File: config.mk
export PLATFORM = sky130hd
export DESIGN_NAME = wdt_seconds
export DESIGN_NICKNAME = d
export VERILOG_FILES = /design/src/rtl/wdt_pkg.sv /design/src/rtl/wdt_tick_gen.sv /design/src/rtl/wdt_regs.sv /design/src/rtl/wdt_countdown.sv /design/src/rtl/wdt_pulse.sv /design/src/rtl/wdt_seconds.sv
export SDC_FILE = /design/constraint.sdc
export NUM_CORES = 1
export LEC_CHECK = 0
export ABC_AREA = 1
export BUFFER_PORTS_ARGS = -buffer_cell sky130_fd_sc_hd__buf_4
export CORE_AREA = 3 3 114 116
export CTS_BUF_LIST = sky130_fd_sc_hd__clkbuf_4
export CTS_CLUSTER_SIZE = 25
export DETAILED_ROUTE_END_ITERATION = 6
export DIE_AREA = 0 0 117 119
export SYNTH_ARGS = -nofsm -noshare
export SYNTH_HDL_FRONTEND = slang
export SYNTH_SLANG_ARGS = --single-unit
File: constraint.sdc
create_clock -name clk -period 1.8 [get_ports clk]
set_input_delay 0.36 -clock clk [delete_from_list [all_inputs] [get_ports clk]]
set_output_delay 0.36 -clock clk [all_outputs]
set_load 0.005 [all_outputs]
File: src/rtl/wdt_pkg.sv
package wdt_pkg;
   localparam int TMO_W = 16;
   localparam logic [1:0] ADDR_STAT = 2'd0;
   localparam logic [1:0] ADDR_CTRL = 2'd1;
   localparam logic [1:0] ADDR_THI  = 2'd2;
   localparam logic [1:0] ADDR_TLO  = 2'd3;
   localparam int CTRL_EN_BIT  = 0;
   localparam int CTRL_SEC_BIT = 1;
   localparam int STAT_EXP_BIT = 0;
endpackage

File: src/rtl/wdt_tick_gen.sv
module wdt_tick_gen #(
   parameter int TICK_DIV = 250_000_000
) (
   input  logic clk,
   input  logic rst_n,
   input  logic restart,
   output logic tick
);
   if (TICK_DIV < 1) begin : g_bad_div
      $error("TICK_DIV must be at least 1");
   end

   if (TICK_DIV == 1) begin : g_pass
      logic unused_pass;
      assign unused_pass = restart ^ clk ^ rst_n;
      assign tick = 1'b1;
   end else begin : g_div
      localparam int DIV_W = $clog2(TICK_DIV);
      logic [DIV_W-1:0] phase;
      assign tick = (phase == DIV_W'(TICK_DIV - 1));
      always_ff @(posedge clk) begin
         if (!rst_n || restart || tick) phase <= '0;
         else                           phase <= phase + 1'b1;
      end

      tick_spacing_chk: assert property (@(posedge clk) disable iff (!rst_n)
         tick |=> !tick);

      restart_quiet_chk: assert property (@(posedge clk) disable iff (!rst_n)
         restart |=> !tick);
   end
endmodule

File: src/rtl/wdt_regs.sv
module wdt_regs
   import wdt_pkg::*;
(
   input  logic             clk,
   input  logic             rst_n,
   input  logic             wr_en,
   input  logic [1:0]       wr_addr,
   input  logic [7:0]       wr_data,
   input  logic             expire,
   output logic             secs,
   output logic             en,
   output logic             flag,
   output logic             load,
   output logic [TMO_W-1:0] load_val
);
   logic [7:0] hi_stage;
   logic       clr_req;

   assign load     = wr_en && (wr_addr == ADDR_TLO);
   assign load_val = {hi_stage, wr_data};
   assign clr_req  = wr_en && (wr_addr == ADDR_STAT)
                     && (wr_data[STAT_EXP_BIT] || (wr_data == 8'h00));

   always_ff @(posedge clk) begin
      if (!rst_n) begin
         secs     <= 1'b0;
         en       <= 1'b0;
         hi_stage <= 8'h00;
         flag     <= 1'b0;
      end else begin
         if (wr_en && wr_addr == ADDR_CTRL) begin
            secs <= wr_data[CTRL_SEC_BIT];
            en   <= wr_data[CTRL_EN_BIT];
         end
         if (wr_en && wr_addr == ADDR_THI) hi_stage <= wr_data;
         if (expire)       flag <= 1'b1;
         else if (clr_req) flag <= 1'b0;
      end
   end


   flag_set_chk: assert property (@(posedge clk) disable iff (!rst_n)
      expire |=> flag);

   flag_hold_chk: assert property (@(posedge clk) disable iff (!rst_n)
      (flag && !(wr_en && wr_addr == ADDR_STAT)) |=> flag);
endmodule

File: src/rtl/wdt_countdown.sv
module wdt_countdown #(
   parameter int CNT_W = 16
) (
   input  logic             clk,
   input  logic             rst_n,
   input  logic             load,
   input  logic [CNT_W-1:0] load_val,
   input  logic             tick,
   input  logic             run,
   output logic [CNT_W-1:0] count,
   output logic             expire
);
   logic step;
   assign step   = run && tick && !load && (count != '0);
   assign expire = step && (count == CNT_W'(1));

   always_ff @(posedge clk) begin
      if (!rst_n)    count <= '0;
      else if (load) count <= load_val;
      else if (step) count <= count - 1'b1;
   end


   no_rise_chk: assert property (@(posedge clk) disable iff (!rst_n)
      !load |=> count <= $past(count));

   frozen_chk: assert property (@(posedge clk) disable iff (!rst_n)
      (!load && !run) |=> $stable(count));

   load_value_chk: assert property (@(posedge clk) disable iff (!rst_n)
      load |=> count == $past(load_val));
endmodule

File: src/rtl/wdt_pulse.sv
module wdt_pulse #(
   parameter int PULSE_CYCLES = 16
) (
   input  logic clk,
   input  logic rst_n,
   input  logic trigger,
   output logic req
);
   if (PULSE_CYCLES < 1) begin : g_bad_len
      $error("PULSE_CYCLES must be at least 1");
   end

   if (PULSE_CYCLES == 1) begin : g_single
      always_ff @(posedge clk) begin
         if (!rst_n) req <= 1'b0;
         else        req <= trigger;
      end
   end else begin : g_stretch
      localparam int PW = $clog2(PULSE_CYCLES + 1);
      logic [PW-1:0] left;
      assign req = (left != '0);
      always_ff @(posedge clk) begin
         if (!rst_n)            left <= '0;
         else if (trigger)      left <= PW'(PULSE_CYCLES);
         else if (left != '0)   left <= left - 1'b1;
      end
   end


   pulse_start_chk: assert property (@(posedge clk) disable iff (!rst_n)
      trigger |=> req);
endmodule

File: src/rtl/wdt_seconds.sv
module wdt_seconds
   import wdt_pkg::*;
#(
   parameter int TICK_DIV     = 250_000_000,
   parameter int PULSE_CYCLES = 16
) (
   input  logic       clk,
   input  logic       rst_n,
   input  logic       wr_en,
   input  logic [1:0] wr_addr,
   input  logic [7:0] wr_data,
   input  logic [1:0] rd_addr,
   output logic [7:0] rd_data,
   output logic       rst_req
);
   logic             secs, en, flag, load, tick, expire;
   logic [TMO_W-1:0] load_val, count;

   wdt_regs u_regs (
      .clk(clk), .rst_n(rst_n), .wr_en(wr_en), .wr_addr(wr_addr),
      .wr_data(wr_data), .expire(expire), .secs(secs), .en(en),
      .flag(flag), .load(load), .load_val(load_val)
   );

   wdt_tick_gen #(.TICK_DIV(TICK_DIV)) u_tick (
      .clk(clk), .rst_n(rst_n), .restart(load), .tick(tick)
   );

   wdt_countdown #(.CNT_W(TMO_W)) u_count (
      .clk(clk), .rst_n(rst_n), .load(load), .load_val(load_val),
      .tick(tick), .run(secs && en), .count(count), .expire(expire)
   );

   wdt_pulse #(.PULSE_CYCLES(PULSE_CYCLES)) u_pulse (
      .clk(clk), .rst_n(rst_n), .trigger(expire), .req(rst_req)
   );

   always_comb begin
      case (rd_addr)
         ADDR_STAT: rd_data = {7'b0, flag};
         ADDR_CTRL: rd_data = {6'b0, secs, en};
         ADDR_THI:  rd_data = count[15:8];
         default:   rd_data = count[7:0];
      endcase
   end


   flag_with_pulse_chk: assert property (@(posedge clk) disable iff (!rst_n)
      $rose(flag) |-> rst_req);

   no_refire_chk: assert property (@(posedge clk) disable iff (!rst_n)
      (count == '0 && !load) |=> !$rose(rst_req));
endmodule

==> Word level (Yosys, flattened, before mapping) <==
Index checks and enable logic that the tools add are counted.
W data, S select, Z words.
{ "word_totals": {"ff_bits": 60, "latchBits": 0, "mem_bits_rw": 0, "mem_bits_ro": 0, "inputBits": 15, "output_inout_bits": 9, "wordCells": 50, "mem_count": 0} }
{ "classes": {"addsub": 3, "multipliers": 0, "div_mod_pow": 0, "magnitude_cmp": 0, "eq_ne": 7, "n_shift": 0, "n_mux": 7, "bitwise": 1, "n_reduce_logical": 24} }
{ "ops": {"columns": ["cell", "n"], "rows": [
  ["$mux W16", 2],
  ["$add A28 B1 Y28 const B", 1],
  ["$eq A28 B28 Y1 const B", 1],
  ["$pmux W8 S3", 1],
  ["$eq A16 B1 Y1 const B", 1],
  ["$reduce_bool A16 Y1", 1],
  ["$sub A16 B1 Y16 const B", 1],
  ["$logic_and A1 B1 Y1", 10],
  ["$mux W5", 2],
  ["$logic_not A8 Y1", 1],
  ["$eq A2 B2 Y1 const B", 3],
  ["$reduce_bool A2 Y1", 3],
  ["$reduce_bool A5 Y1", 1],
  ["$sub A5 B1 Y5 const B", 1],
  ["$eq A2 B1 Y1 const B", 2],
  ["$logic_not A2 Y1", 2],
  ["$logic_or A1 B1 Y1", 3],
  ["$logic_not A1 Y1", 2],
  ["$mux W1", 2],
  ["$reduce_or A2 Y1", 1],
  ["$not A1 Y1", 1]
]} }

==> Depth between registers and ports, before layout <==
Gate-level depths: netlist of run 1.
{ "depth": {"depth_word": 7, "ltp_mapped": 11, "mapped_depth_nobuf": 11} }

==> By module <==
Synthesis of run 1 repeated with hierarchy kept, for this count alone.
{ "hier_totals": {"hier_cells": 597, "area_unflattened_um2": 3803.6} }
{ "by_module_without_submodules": {"columns": ["module", "instances", "cells_each", "area_per_inst_um2", "seq_area_each_um2"], "rows": [
  ["wdt_tick_gen", 1, 259, 1624.1, 560.5],
  ["wdt_countdown", 1, 194, 1229.9, 320.3],
  ["wdt_regs", 1, 71, 530.5, 220.2],
  ["wdt_pulse", 1, 34, 247.7, 100.1],
  ["wdt_seconds", 1, 39, 171.4, 0.0]
]} }

==> Worst setup path before layout of run 1 <==
Ideal clock, no wire load.
{ "synth_timing": {"kind": "register to register", "startpoint": "register u_tick.g_div.phase[0]", "endpoint": "register u_tick.g_div.phase[15]", "setup_ns": 0.117, "arrival_ns": 1.479, "t_required_ns": 1.683, "setup_slack_ns": 0.204, "path_stages_with_launch": 10, "path_buffers": 1, "synth_period_minus_slack_ns": 1.596, "cell_sequence": "dfxtp_1 -> ha_1 -> nand3_2 -> nor2_4 -> nand3_2 -> nor2_4 -> nor2_1 -> nand2_2 -> buf_2 -> nor2_1"} }
{ "synth_via": {"elab_chain_cells": 2, "elab_cells_between_ends": 3, "cone_classes": "1 x add/sub; 1 x eq/ne; 1 x reduce/logical"} }
{ "synth_rtl": {"columns": ["element", "line_no", "rtl"], "rows": [
  ["start: declaration", "wdt_tick_gen.sv:19", "logic [DIV_W-1:0] phase;"],
  ["start signal: assignment", "wdt_tick_gen.sv:23", "else phase <= phase + 1'b1;"],
  ["branches (longest 2 deep; another with $add A28 B1 Y28)", null, null]
]} }
Several ways; the timed one is not identified.
A chain may end at the register's enable or synchronous reset.

==> Worst setup path after layout of run 1 <==
{ "layout_timing": {"startpoint": "register u_pulse.g_stretch.left[0]", "endpoint": "output rst_req"} }
{ "layout_via": {"elab_chain_cells": 1} }
{ "layout_rtl": {"columns": ["element", "line_no", "rtl"], "rows": [
  ["start: declaration", "wdt_pulse.sv:20", "logic [PW-1:0] left;"],
  ["start signal: assignment", "wdt_pulse.sv:24", "else if (trigger) left <= PW'(PULSE_CYCLES);"],
  ["start signal: assignment", "wdt_pulse.sv:25", "else if (left != '0) left <= left - 1'b1;"],
  ["$reduce_bool A5 Y1", "wdt_pulse.sv:21", "assign req = (left != '0);"],
  ["end: declaration", "wdt_seconds.sv:14", "output logic rst_req"]
]} }
No other way between the ends.

==> results.md, run 1 <==
* Status: finished, final reports clean
* Top Ports at 24
* Cells along the critical path: inv_2 > ha_4 > nand3_2 > or2_4 > buf_6
* Maximum resistive drop on vdd at 0.469 mV
* Final estimated routing congestion in global placement at 0.908
* Cell Count Post-Placement at 737
* Tot GR Track Use at 0.144
* Leakage power figure at 1.81 nW
* Power Density at 789 nW/um^2
* Number of antenna violations at the first check in global routing at 0
* Worst Setup Start Kind: register
* Synthesized area per cell at 6.36 sq um
* DRT antenna net count at 0
* Fraction of the yosys area taken by sequential cells at 0.335
* Number of cells on the worst hold path at 3
* Crit end category: output port
* Clock sinks at 60
* Data arrival time of the worst path at 1.37 ns
* Number of iterations in the first detailed-routing pass at 5
* Count of buffer and inverter cells on the critical path at 2
* Register bit total from synthesis at 60
* Die Span X at 117 um
* CP required at 1.44 ns
* Peak Freq at 0.577 GHz
* Maximum number of pins on one net before global-route repair at 19
* Routed wire length per instance at 12.3 um
* Top FF cell, synth: sky130_fd_sc_hd__dfxtp_1
* Worst Setup Path Type: register to output port
* Antenna diodes at 0
* Count of flip-flops with a built-in enable after synthesis at 0
* Net count after synthesis at 583
* Core Region at 12000 sq um
* Register-to-Register Path Depth at 10
* CTS tree: done
* Num CTS Buffers at 9
* Clk_lat worst skew at 0.41 ns
* Share of the synthesized area in the top cell type at 0.335
* Ranking of synthesized cells by area: sky130_fd_sc_hd__dfxtp_1, sky130_fd_sc_hd__nand2_1, sky130_fd_sc_hd__nor2_1
* Setup repair after global routing missed its margin: yes
* Cell at the root of the clock tree: sky130_fd_sc_hd__clkbuf_4
* Pins over their slew limit at 0
* Number of hold buffers added after CTS at 0
* Distinct cell type count after synthesis at 33
* Number of DRC markers after the initial detailed-route iteration at 184
* Cell family with most CP delay: flip-flops
* Total routed wirelength at 9.40 mm
* Max-slew headroom at 0.692
* Clock-pin slew on the worst setup and hold paths at 0.11 ns
* GRT overflow at 0
* Fin Clk Skew at 0.0151 ns
* Critical register-to-register path startpoint: u_tick.g_div.phase[1]
* Synth Instances at 563
* Slowest cell delay on critical path at 0.33 ns
* Share of cells above drive strength 1 at 0.184
* Synth async-reset ratio at 0
* Number of vias in the routed layout at 3597
* Path class of the lowest-slack min-delay path: primary input to register
* Worst-path cell with the longest stage delay: sky130_fd_sc_hd__dfxtp_2
* Port Buffers at 23
* Count of standard-cell rows at 40
* Area of the mapped netlist at 3580 sq um
* Post-layout instance count excluding filler cells at 762
* Worst Max-Slew Pin Slew at 0.458 ns
* Synthesis-to-finish area growth at 20.8%
* Synthesis Warnings at 0
* Area leader, netlist: sky130_fd_sc_hd__dfxtp_1
* Die outline area at 13900 sq um
* Wire length of the first global-routing pass at 16.3 mm
* Final Hold Viols at 0
* Final period demand of the worst path at 1.73 ns
* Fill cells at 1320
* Die height at 119 um
* Post-route DRC violation count at 0
* Nets@finish at 630
* Number of global-route vias before repair at 3555
* Worst hold path endpoint: u_regs.hi_stage[6]
* Detailed placer's ending HPWL at 7.09 mm
* Max-cap viol count at 0
* Endpoint of the worst register-to-register path: u_count.count[0]
* Starting density of the core at 0.298
* Overall power consumption at 3.41 mW
* Total number of H-tree levels at 3
* Setup-failing EPs final at 0
* Sequential cell area at 1210 sq um
* Maximum fanout count along the critical path at 2
* Vias per cell at 4.72
* Share of the clock period used by the worst path after layout at 0.962
* Area occupied by multi-input gates at 2140 sq um
* Start point of the worst min-delay path: wr_data[6]
* Fraction of the core area covered by cells at the end of the flow at 0.360
* Critical path depth in cells at 5
* Setup slack of the most critical reg-to-reg path at 0.12 ns
* Maximum clock insertion buffer count at 2
worst register-to-register path, stage by stage, from the launching register on:
cell                      delay (ns)
sky130_fd_sc_hd__dfxtp_2        0.38
sky130_fd_sc_hd__ha_4           0.17
sky130_fd_sc_hd__nand3_4        0.09
sky130_fd_sc_hd__nor2_4         0.17
sky130_fd_sc_hd__nand3_2        0.10
sky130_fd_sc_hd__nor2_4         0.15
sky130_fd_sc_hd__nand3_4        0.11
sky130_fd_sc_hd__nand2_8        0.14
sky130_fd_sc_hd__inv_1          0.08
sky130_fd_sc_hd__nor2_1         0.13
sky130_fd_sc_hd__nor2_1         0.06
logic make-up (layout without fill, tap and decap cells):
group / count (synthesis) / count (layout) / synth area share
AND/OR/NAND/NOR: 329 / 329 / 0.409
buffers and inverters: 80 / 132 / 0.0880
AO/OA/AOI/OAI: 76 / 76 / 0.118
flip-flops: 60 / 60 / 0.335
XOR/XNOR: 12 / 12 / 0.0293
adder cells (fa/ha/maj): 5 / 5 / 0.0175
multiplexers: 1 / 1 / 0.00279
sequential cells by signal, indices dropped and copies added, names as in the netlist:
signal and flops:
u_count.count 16, u_pulse.g_stretch.left 5, u_regs.en 1, u_regs.flag 1, u_regs.hi_stage 8, u_regs.secs 1
u_tick.g_div.phase 28
layer usage:
| layer | routed length [um] | share of wire | vias up | GRT usage |
|---|---|---|---|---|
| met5 | 0 | 0 | - | 0 |
| met4 | 120 | 0.013 | 0 | 0.0373 |
| met3 | 380 | 0.040 | 12 | 0.0381 |
| met2 | 4440 | 0.47 | 78 | 0.234 |
| met1 | 4460 | 0.47 | 1618 | 0.187 |
| li1 | - | - | 1889 | - |
timing repair:
action                                  4_1_cts  5_1_grt
hold endpoints to repair                      0        0
endpoints found under the setup margin        2       39
pin swaps                                     3        4
resized for setup                            11       12
buffers inserted                              4        5
layout by cell type (no fill, tap or decap), types with 4 or more instances in the layout:
master                       n
sky130_fd_sc_hd__a21oi_2     7
sky130_fd_sc_hd__dfxtp_2     4
sky130_fd_sc_hd__clkbuf_4   11
sky130_fd_sc_hd__inv_1      64
sky130_fd_sc_hd__or2_2       6
sky130_fd_sc_hd__nor2_4      5
sky130_fd_sc_hd__o21ai_0    27
sky130_fd_sc_hd__xor2_1      8
sky130_fd_sc_hd__nor3_1     14
sky130_fd_sc_hd__dfxtp_1    56
sky130_fd_sc_hd__nand2_1   137
sky130_fd_sc_hd__nor2_1     90
sky130_fd_sc_hd__nand4_1     9
sky130_fd_sc_hd__nand3b_1    5
sky130_fd_sc_hd__buf_4      46
sky130_fd_sc_hd__xnor2_1     4
sky130_fd_sc_hd__a21oi_1    34
sky130_fd_sc_hd__nand3_1    38
sky130_fd_sc_hd__nor2_2      5
sky130_fd_sc_hd__nand2_2    10
synth_stat cells, types with 8 or more instances:
cell type / number
sky130_fd_sc_hd__inv_1: 66
sky130_fd_sc_hd__nand2_2: 10
sky130_fd_sc_hd__nand3_1: 39
sky130_fd_sc_hd__a21oi_1: 34
sky130_fd_sc_hd__xor2_1: 8
sky130_fd_sc_hd__dfxtp_1: 60
sky130_fd_sc_hd__nor2_1: 93
sky130_fd_sc_hd__o21ai_0: 28
sky130_fd_sc_hd__nand4_1: 9
sky130_fd_sc_hd__nand2_1: 137
sky130_fd_sc_hd__nor3_1: 14
sky130_fd_sc_hd__clkbuf_1: 9
worst max path at each step:
stage          slack [ns]                     end                      start
4_1_cts             0.003        u_count.count[0]      u_tick.g_div.phase[1]
6_report             0.07                 rst_req  u_pulse.g_stretch.left[0]
3_5_place_dp      -0.0009        u_count.count[0]      u_tick.g_div.phase[1]
3_3_place_gp          0.1       u_count.count[12]           u_count.count[0]
2_1_floorplan        0.20  u_tick.g_div.phase[15]      u_tick.g_div.phase[0]
5_1_grt             -0.02                 rst_req  u_pulse.g_stretch.left[0]
metrics by stage:
step / setup WS, ns / hold WS [ns] / setup TNS [ns] / instance area (sq um)
after floorplan: 0.204 / 0.438 / 0 / 3580
after global placement: 0.0993 / 0.455 / 0 / 4000
after CTS: 0.00348 / 0.167 / 0 / 4230
after global routing: -0.0155 / 0.187 / -0.0233 / 4330
after detailed placement: -0.000876 / 0.453 / -0.000876 / 4000
final: 0.0679 / 0.194 / 0 / 4330
power by group:
| part | leakage, nW | switching (mW) | internal (mW) |
|---|---|---|---|
| combinational | 1.23 | 0.471 | 0.394 |
| sequential | 0.488 | 0.0470 | 1.40 |
| clock | 0.0845 | 0.513 | 0.589 |
layout make-up:
cell class                 count  area share
multi-input combinational    423       0.494
sequential                    60       0.279
tap                          147      0.0425
clock buffer                  11      0.0191
clock inverter                 5      0.0176
timing repair buffer          49      0.0896
inverter                      67      0.0581
(Power assumes the default switching activity.)
==> run 2, diff against run 1 <==
--- a/config.mk
+++ b/config.mk
@@ -7,11 +7,12 @@
 export LEC_CHECK = 0
 export ABC_AREA = 1
 export BUFFER_PORTS_ARGS = -buffer_cell sky130_fd_sc_hd__buf_4
-export CORE_AREA = 3 3 114 116
+export CORE_AREA = 3 3 86 88
 export CTS_BUF_LIST = sky130_fd_sc_hd__clkbuf_4
 export CTS_CLUSTER_SIZE = 25
 export DETAILED_ROUTE_END_ITERATION = 6
-export DIE_AREA = 0 0 117 119
+export DIE_AREA = 0 0 89 91
+export PLACE_DENSITY = 0.71
 export SYNTH_ARGS = -nofsm -noshare
 export SYNTH_HDL_FRONTEND = slang
 export SYNTH_SLANG_ARGS = --single-unit
==> results.md, run 2 (synthesis gave the netlist of run 1 again) <==
* Cell Count Post-Placement at 667 (-9.5%)
* Commonest cells after routing, fill and taps aside: sky130_fd_sc_hd__nand2_1, sky130_fd_sc_hd__nor2_1, sky130_fd_sc_hd__inv_1
* Setup-failing EPs final at 0 (unchanged)
* Layer with the highest usage: met1
* Maximum fanout count along the critical path at 4 (+2)
* Synthesis-to-finish area growth at 17.3%
* Share of the clock period used by the worst path after layout at 0.963 (+0.00112)
* Global routing met1 resource utilization at 0.355 (+0.168)
* Data arrival time of the worst path at 1.37 ns (about the same)
* GRT overflow at 0 (unchanged)
* Final period demand of the worst path at 1.73 ns (+0.00202 ns)
* Number of DRC markers after the initial detailed-route iteration at 292 (+59%)
* Maximum number of pins on one net before global-route repair at 29 (+10)
* Net switching power figure at 1.02 mW (-0.70%)
* Count of buffer and inverter cells on the critical path at 2 (unchanged)
* Starting density of the core at 0.533 (+0.235)
* Count of standard-cell rows at 30 (-25%)
* Number of hold buffers added after CTS at 0 (unchanged)
* Fill cells at 639 (-52%)
* Fin Clk Skew at 0.0176 ns (+0.00250 ns)
* Routed wire length per instance at 13.1 um (+5.9%)
* Leakage power figure at 1.78 nW (-1.3%)
* Crit end category: output port
* Max-slew headroom at 0.719 (+0.0271)
* Die Span X at 89 um (-24%)
* Summed negative setup slack over all endpoints at 0 ns (unchanged)
* Port Buffers at 23 (unchanged)
* Cell family with most CP delay: flip-flops
* Clk_lat worst skew at 0.42 ns (about the same)
* Share of cells above drive strength 1 at 0.172 (-0.0113)
* Tot GR Track Use at 0.236 (+0.0924)
* Comb pwr share at 0.253 (about the same)
* Most common cell after layout, fill and taps aside: sky130_fd_sc_hd__nand2_1
* Wire length of the first global-routing pass at 15.3 mm (-6.2%)
* Setup repair after global routing missed its margin: no
* Cell at the root of the clock tree: sky130_fd_sc_hd__clkbuf_4
* Top Ports at 24 (unchanged)
* Path class of the lowest-slack min-delay path: primary input to register
* Pins over their slew limit at 0 (unchanged)
* Die outline area at 8100 sq um (-42%)
* Number of flip-flops in the largest register at 28 (unchanged)
* Post-layout instance count excluding filler cells at 689 (-9.6%)
* Worst Max-Slew Pin Slew at 0.418 ns (-0.0404 ns)
* Switching part of the total at 0.304 (+0.00143)
* Maximum clock insertion buffer count at 2 (unchanged)
* Vias per cell at 5.33 (+13%)
* Total number of H-tree levels at 3 (unchanged)
* Internal power consumption at 2.35 mW (-1.4%)
* Die height at 91 um (-24%)
* Clock-pin slew on the worst setup and hold paths at 0.11 ns (about the same)
* Cells along the critical path: inv_4 > ha_4 > nand3_2 > or2_4 > buf_6
* DRT antenna net count at 0 (unchanged)
* Nets@finish at 625 (-0.79%)
* CP required at 1.44 ns (about the same)
* Status: finished, final reports clean
* Detailed placer's ending HPWL at 6.67 mm (-6.0%)
* Sequential group share of total power at 0.429 (+0.006)
* Core Region at 6720 sq um (-44%)
* Maximum resistive drop on vdd at 0.335 mV (-29%)
* Slowest cell delay on critical path at 0.34 ns (about the same)
* Final Hold Viols at 0 (unchanged)
* Top Registers: u_tick.g_div.phase: 28 flops, u_count.count: 16 flops, u_regs.hi_stage: 8 flops
* Antenna diodes at 0 (unchanged)
* Proportion of power drawn by the clock network at 0.318 (-0.005)
* Met2 layer usage reported by global route at 0.341 (+0.107)
* Peak Freq at 0.577 GHz (-0.12%)
* Number of global-route vias before repair at 3360 (-5.5%)
* Clock sinks at 60 (unchanged)
* Power Density at 803 nW/um^2 (+1.8%)
* Worst Setup Start Kind: register
* Number of vias in the routed layout at 3675 (+2.2%)
* Num CTS Buffers at 9 (unchanged)
* Total routed wirelength at 9.01 mm (-4.2%)
* Biggest register: u_tick.g_div.phase
* Number of iterations in the first detailed-routing pass at 5 (unchanged)
* Worst Setup Path Type: register to output port
* Worst-path cell with the longest stage delay: sky130_fd_sc_hd__dfxtp_2
* Final estimated routing congestion in global placement at 0.933 (+2.8%)
* Number of antenna violations at the first check in global routing at 0 (unchanged)
* Max-cap viol count at 0 (unchanged)
* Post-route DRC violation count at 0 (unchanged)
* CTS tree: done
* Global routing met3 resource utilization at 0.0336 (-0.00453)
-- run 2: path summary, 6_finish.rpt --
path / from / end / slack (ns) / cells after the start
setup reg to reg: u_tick.g_div.phase[22] / u_count.count[1] / 0.12 / 11
hold / removal: wr_data[5] / u_regs.hi_stage[5] / 0.18 / 3
setup / recovery: u_pulse.g_stretch.left[0] / rst_req / 0.07 / 5
hold reg to reg: u_pulse.g_stretch.left[4] / u_pulse.g_stretch.left[4] / 0.48 / 2
-- run 2: timing repair --
| item | in CTS | in global routing |
|---|---|---|
| setup endpoints to repair | 2 | 22 |
| gates resized for setup | 7 | 12 |
| pin swaps | 3 | 7 |
| buffers inserted | 3 | 4 |
-- run 2: power groups by stage --
| stage | clock (mW) | combinational [mW] | sequential (mW) |
|---|---|---|---|
| 2_1_floorplan | 0 | 0.534 | 1.46 |
| 4_1_cts | 1.08 | 0.802 | 1.44 |
| 6_report | 1.07 | 0.853 | 1.45 |
| 5_1_grt | 1.15 | 0.979 | 1.46 |
| 3_3_place_gp | 0 | 0.707 | 1.46 |
| 3_5_place_dp | 0 | 0.725 | 1.47 |
-- run 2: tightest hold or removal path, cell delays in order --
cell and delay, ns:
sky130_fd_sc_hd__buf_4 0.09, sky130_fd_sc_hd__nor2_1 0.04, sky130_fd_sc_hd__nor2_1 0.08
-- run 2: per-stage QoR --
step	hold slack [ns]	instance area, sq um	power [mW]	setup WS [ns]	utilization
after floorplan	0.438	3580	1.99	0.204	-
after global placement	0.451	3910	2.17	0.140	0.582
after detailed placement	0.462	3910	2.19	0.0435	0.582
after CTS	0.181	4110	3.33	0.00287	0.612
after global routing	0.200	4200	3.59	0.00684	0.625
final	0.180	4200	3.37	0.0659	0.625
-- run 2: layout make-up --
| cell class | instances | area [sq um] | area share |
|---|---|---|---|
| Multi-Input combinational cell | 423 | 2110 | 0.503 |
| Sequential cell | 60 | 1200 | 0.287 |
| Timing Repair Buffer | 44 | 375 | 0.0894 |
| Inverter | 67 | 254 | 0.0605 |
| Tap cell | 80 | 100 | 0.0238 |
| Clock inverter | 5 | 77.6 | 0.0185 |
| Clock buffer | 10 | 75.1 | 0.0179 |
-- run 2: routing by layer --
metal,vias up,share of wire
li1,1889,-
met2,107,0.44
met1,1663,0.49
met4,0,0.015
met5,-,0
met3,16,0.058
==> run 3, diff against run 2 <==
--- a/config.mk
+++ b/config.mk
@@ -5,14 +5,12 @@
 export SDC_FILE = /design/constraint.sdc
 export NUM_CORES = 1
 export LEC_CHECK = 0
-export ABC_AREA = 1
 export BUFFER_PORTS_ARGS = -buffer_cell sky130_fd_sc_hd__buf_4
-export CORE_AREA = 3 3 86 88
+export CORE_AREA = 3 3 86 104
 export CTS_BUF_LIST = sky130_fd_sc_hd__clkbuf_4
 export CTS_CLUSTER_SIZE = 25
 export DETAILED_ROUTE_END_ITERATION = 6
-export DIE_AREA = 0 0 89 91
-export PLACE_DENSITY = 0.71
+export DIE_AREA = 0 0 89 107
 export SYNTH_ARGS = -nofsm -noshare
 export SYNTH_HDL_FRONTEND = slang
 export SYNTH_SLANG_ARGS = --single-unit
==> results.md, run 3 <==
* Status: complete, but fails checks
* Failing checks: setup timing
* Ranking of synthesized cells by area: sky130_fd_sc_hd__dfxtp_1, sky130_fd_sc_hd__xnor2_1, sky130_fd_sc_hd__mux2i_1
* Share of the clock period used by the worst path after layout at 1.21 (+0.242)
* Routed wire length per instance at 16.3 um (+25%)
* Leakage power figure at 2.07 nW (+16%)
* Maximum fanout count along the critical path at 6 (+2)
* GRT overflow at 0 (unchanged)
* Vias per cell at 5.56 (+4.3%)
* Post-route DRC violation count at 0 (unchanged)
* Tot GR Track Use at 0.218 (-0.0180)
* Worst hold path endpoint: u_regs.hi_stage[7]
* Worst Setup Path Type: register to register
* Fill cells at 693 (+8.5%)
* Max-slew headroom at 0.713 (-0.00632)
* Setup repair after global routing missed its margin: yes
* Data arrival time of the worst path at 2.51 ns (+1.14 ns)
* Net count after synthesis at 408 (-30%)
* Num CTS Buffers at 9 (unchanged)
* Final estimated routing congestion in global placement at 0.928 (-0.62%)
* Number of antenna violations at the first check in global routing at 0 (unchanged)
* Clock sinks at 60 (unchanged)
* Number of iterations in the first detailed-routing pass at 4 (-1)
* Maximum resistive drop on vdd at 0.365 mV (+9.1%)
* Number of DRC markers after the initial detailed-route iteration at 247 (-15%)
* Total routed wirelength at 10.1 mm (+12%)
* Crit end category: register
* Synthesis Warnings at 0 (unchanged)
* Maximum clock insertion buffer count at 2 (unchanged)
* Nets@finish at 538 (-14%)
* Fraction of the yosys area taken by sequential cells at 0.370 (+0.0346)
* Top FF cell, synth: sky130_fd_sc_hd__dfxtp_1
* Number of flip-flops in the largest register at 28 (unchanged)
* Die Span X at 89 um (unchanged)
* Number of hold buffers added after CTS at 0 (unchanged)
* Area of the mapped netlist at 3250 sq um (-9.4%)
* Register-to-Register Path Depth at 6 (-5)
* Cell at the root of the clock tree: sky130_fd_sc_hd__clkbuf_4
* DRT antenna net count at 0 (unchanged)
* Synthesis-to-finish area growth at 51.9%
* Global routing met1 resource utilization at 0.247 (-0.109)
* Worst-path cell with the longest stage delay: sky130_fd_sc_hd__or4b_4
* CTS tree: done
* Cells along the critical path: nand4b_1 > or4_4 > or4b_4 > o41ai_2 > buf_4 > nor3_2
* Slowest cell delay on critical path at 0.56 ns (+0.22 ns)
* Area occupied by multi-input gates at 2260 sq um (+7.0%)
* Total number of H-tree levels at 3 (unchanged)
* Number of global-route vias before repair at 3413 (+1.6%)
* Synth Instances at 388 (-31%)
* Pins over their slew limit at 0 (unchanged)
* Global routing met3 resource utilization at 0.0407 (+0.00716)
* Detailed placer's ending HPWL at 7.11 mm (+6.6%)
* Setup slack of the most critical reg-to-reg path at -0.37 ns (-0.49 ns)
* Count of buffer and inverter cells on the critical path at 1 (-1)
* Path class of the lowest-slack min-delay path: primary input to register
* Wire length of the first global-routing pass at 16.0 mm (+4.7%)
* Endpoint of the worst register-to-register path: u_pulse.g_stretch.left[3]
* Final period demand of the worst path at 2.17 ns (+0.435 ns)
* Top Registers: u_tick.g_div.phase: 28 flops, u_count.count: 16 flops, u_regs.hi_stage: 8 flops
* Synthesized area per cell at 8.37 sq um (+32%)
* Top Ports at 24 (unchanged)
* Clock-pin slew on the worst setup and hold paths at 0.12 ns (about the same)
* Count of flip-flops with a built-in enable after synthesis at 0 (unchanged)
* Dominant cell by count in the synthesized netlist: sky130_fd_sc_hd__dfxtp_1
* Sequential cell area at 1240 sq um (+2.8%)
* Overall power consumption at 3.35 mW (-0.70%)
* Most common cell after layout, fill and taps aside: sky130_fd_sc_hd__buf_4
* Cell family with most CP delay: simple AND/OR/NAND/NOR gates
* Worst Setup Slack, final at -0.369 ns (-0.435 ns)
* Number of cells on the worst hold path at 3 (unchanged)
* Critical register-to-register path startpoint: u_tick.g_div.phase[16]
* Commonest cells after routing, fill and taps aside: sky130_fd_sc_hd__buf_4, sky130_fd_sc_hd__dfxtp_1, sky130_fd_sc_hd__nor2_1
* Share of the synthesized area in the top cell type at 0.370 (+0.0346)
* Synth async-reset ratio at 0 (unchanged)
* Port Buffers at 23 (unchanged)
* Maximum number of pins on one net before global-route repair at 30 (+3.4%)
* Die height at 107 um (+18%)
* Worst Setup Start Kind: register
* Core Region at 8060 sq um (+20%)
* Setup-failing EPs final at 52 (+52)
* Share of cells above drive strength 1 at 0.451 (+0.279)
* Met2 layer usage reported by global route at 0.374 (+0.0327)
* Antenna diodes at 0 (unchanged)
* Peak Freq at 0.461 GHz (-20%)
* Cell Count Post-Placement at 588 (-12%)
* Worst Max-Slew Pin Slew at 0.427 ns (+0.00875 ns)
* Post-layout instance count excluding filler cells at 618 (-10%)
* Count of standard-cell rows at 36 (+20%)
* Final Hold Viols at 0 (unchanged)
* CP required at 2.14 ns (+0.70 ns)
* Max-cap viol count at 0 (unchanged)
* Start point of the worst min-delay path: wr_data[7]
* Starting density of the core at 0.403 (-0.130)
* Area leader, netlist: sky130_fd_sc_hd__dfxtp_1
* Layer with the highest usage: met2
* Clk_lat worst skew at 0.45 ns (+0.03 ns)
* Die outline area at 9520 sq um (+18%)
* Fin Clk Skew at 0.0227 ns (+0.00515 ns)
* Biggest register: u_tick.g_div.phase
* Register bit total from synthesis at 60 (unchanged)
* Number of vias in the routed layout at 3439 (-6.4%)
* Distinct cell type count after synthesis at 54 (+64%)
* Top cells by instance count after synthesis: sky130_fd_sc_hd__dfxtp_1, sky130_fd_sc_hd__nor2_1, sky130_fd_sc_hd__nand2_1
* Power Density at 679 nW/um^2 (-15%)
[run 3: power by group]
group / internal, mW / leakage, nW / total, mW / switching, mW
Combinational: 0.509 / 1.50 / 0.923 / 0.414
Clock: 0.414 / 0.0693 / 0.978 / 0.563
Sequential: 1.40 / 0.498 / 1.45 / 0.0513
[run 3: timing repair]
action | in CTS | in global routing
resized for setup | 64 | 28
pin swaps | 12 | 14
gates cloned | 2 | 0
setup endpoints to repair | 52 | 53
setup buffers | 6 | 8
[run 3: worst register-to-register path, stage by stage (launching register included)]
cell and delay [ns]:
sky130_fd_sc_hd__dfxtp_2 0.34, sky130_fd_sc_hd__nand4b_1 0.15, sky130_fd_sc_hd__or4_4 0.55, sky130_fd_sc_hd__or4b_4 0.56, sky130_fd_sc_hd__o41ai_2 0.23, sky130_fd_sc_hd__buf_4 0.20
sky130_fd_sc_hd__nor3_2 0.05
[run 3: cell type report]
| cell class | count | area share |
|---|---|---|
| multi-input combinational | 294 | 0.459 |
| clock buffer | 9 | 0.0137 |
| inverter | 14 | 0.0107 |
| sequential | 60 | 0.251 |
| timing repair buffer | 139 | 0.228 |
| clock inverter | 7 | 0.0137 |
| tap | 95 | 0.0241 |
[run 3: metrics by stage]
stage	instance area [sq um]	setup TNS [ns]	setup slack (ns)	util	hold WS [ns]
after detailed placement	4280	-6.11	-0.373	0.531	0.458
after CTS	4740	-7.22	-0.359	0.588	0.174
after global placement	4280	-5.98	-0.358	0.531	0.453
after floorplan	3320	-3.77	-0.368	-	0.435
after global routing	4930	-12.28	-0.421	0.612	0.185
final	4930	-8.33	-0.369	0.612	0.180
[run 3: cell families after synthesis]
logic type / after synthesis / synth area share
multiplexers: 22 / 0.0732
buffers and inverters: 35 / 0.0428
flip-flops: 60 / 0.370
AO/OA/AOI/OAI: 50 / 0.0983
AND/OR/NAND/NOR: 191 / 0.329
XOR/XNOR: 25 / 0.0674
adder cells (fa/ha/maj): 5 / 0.0193
[run 3: per-layer routing]
metal,vias up,share of wire,routed length [um]
li1,1667,-,-
met1,1615,0.40,3990
met2,124,0.51,5120
met3,33,0.059,593
met4,0,0.036,364
met5,-,0,0
[run 3: worst max path at each step]
stage                                start                   endpoint  slack [ns]  cells after the start
floorplan            u_tick.g_div.phase[0]           u_count.count[5]       -0.37                      7
global placement    u_tick.g_div.phase[11]           u_count.count[5]       -0.36                      5
detailed placement  u_tick.g_div.phase[11]  u_pulse.g_stretch.left[1]       -0.37                      6
CTS                 u_tick.g_div.phase[16]  u_pulse.g_stretch.left[3]       -0.36                      6
global route        u_tick.g_div.phase[16]           u_count.count[5]       -0.42                      5
finish              u_tick.g_div.phase[16]  u_pulse.g_stretch.left[3]       -0.37                      6
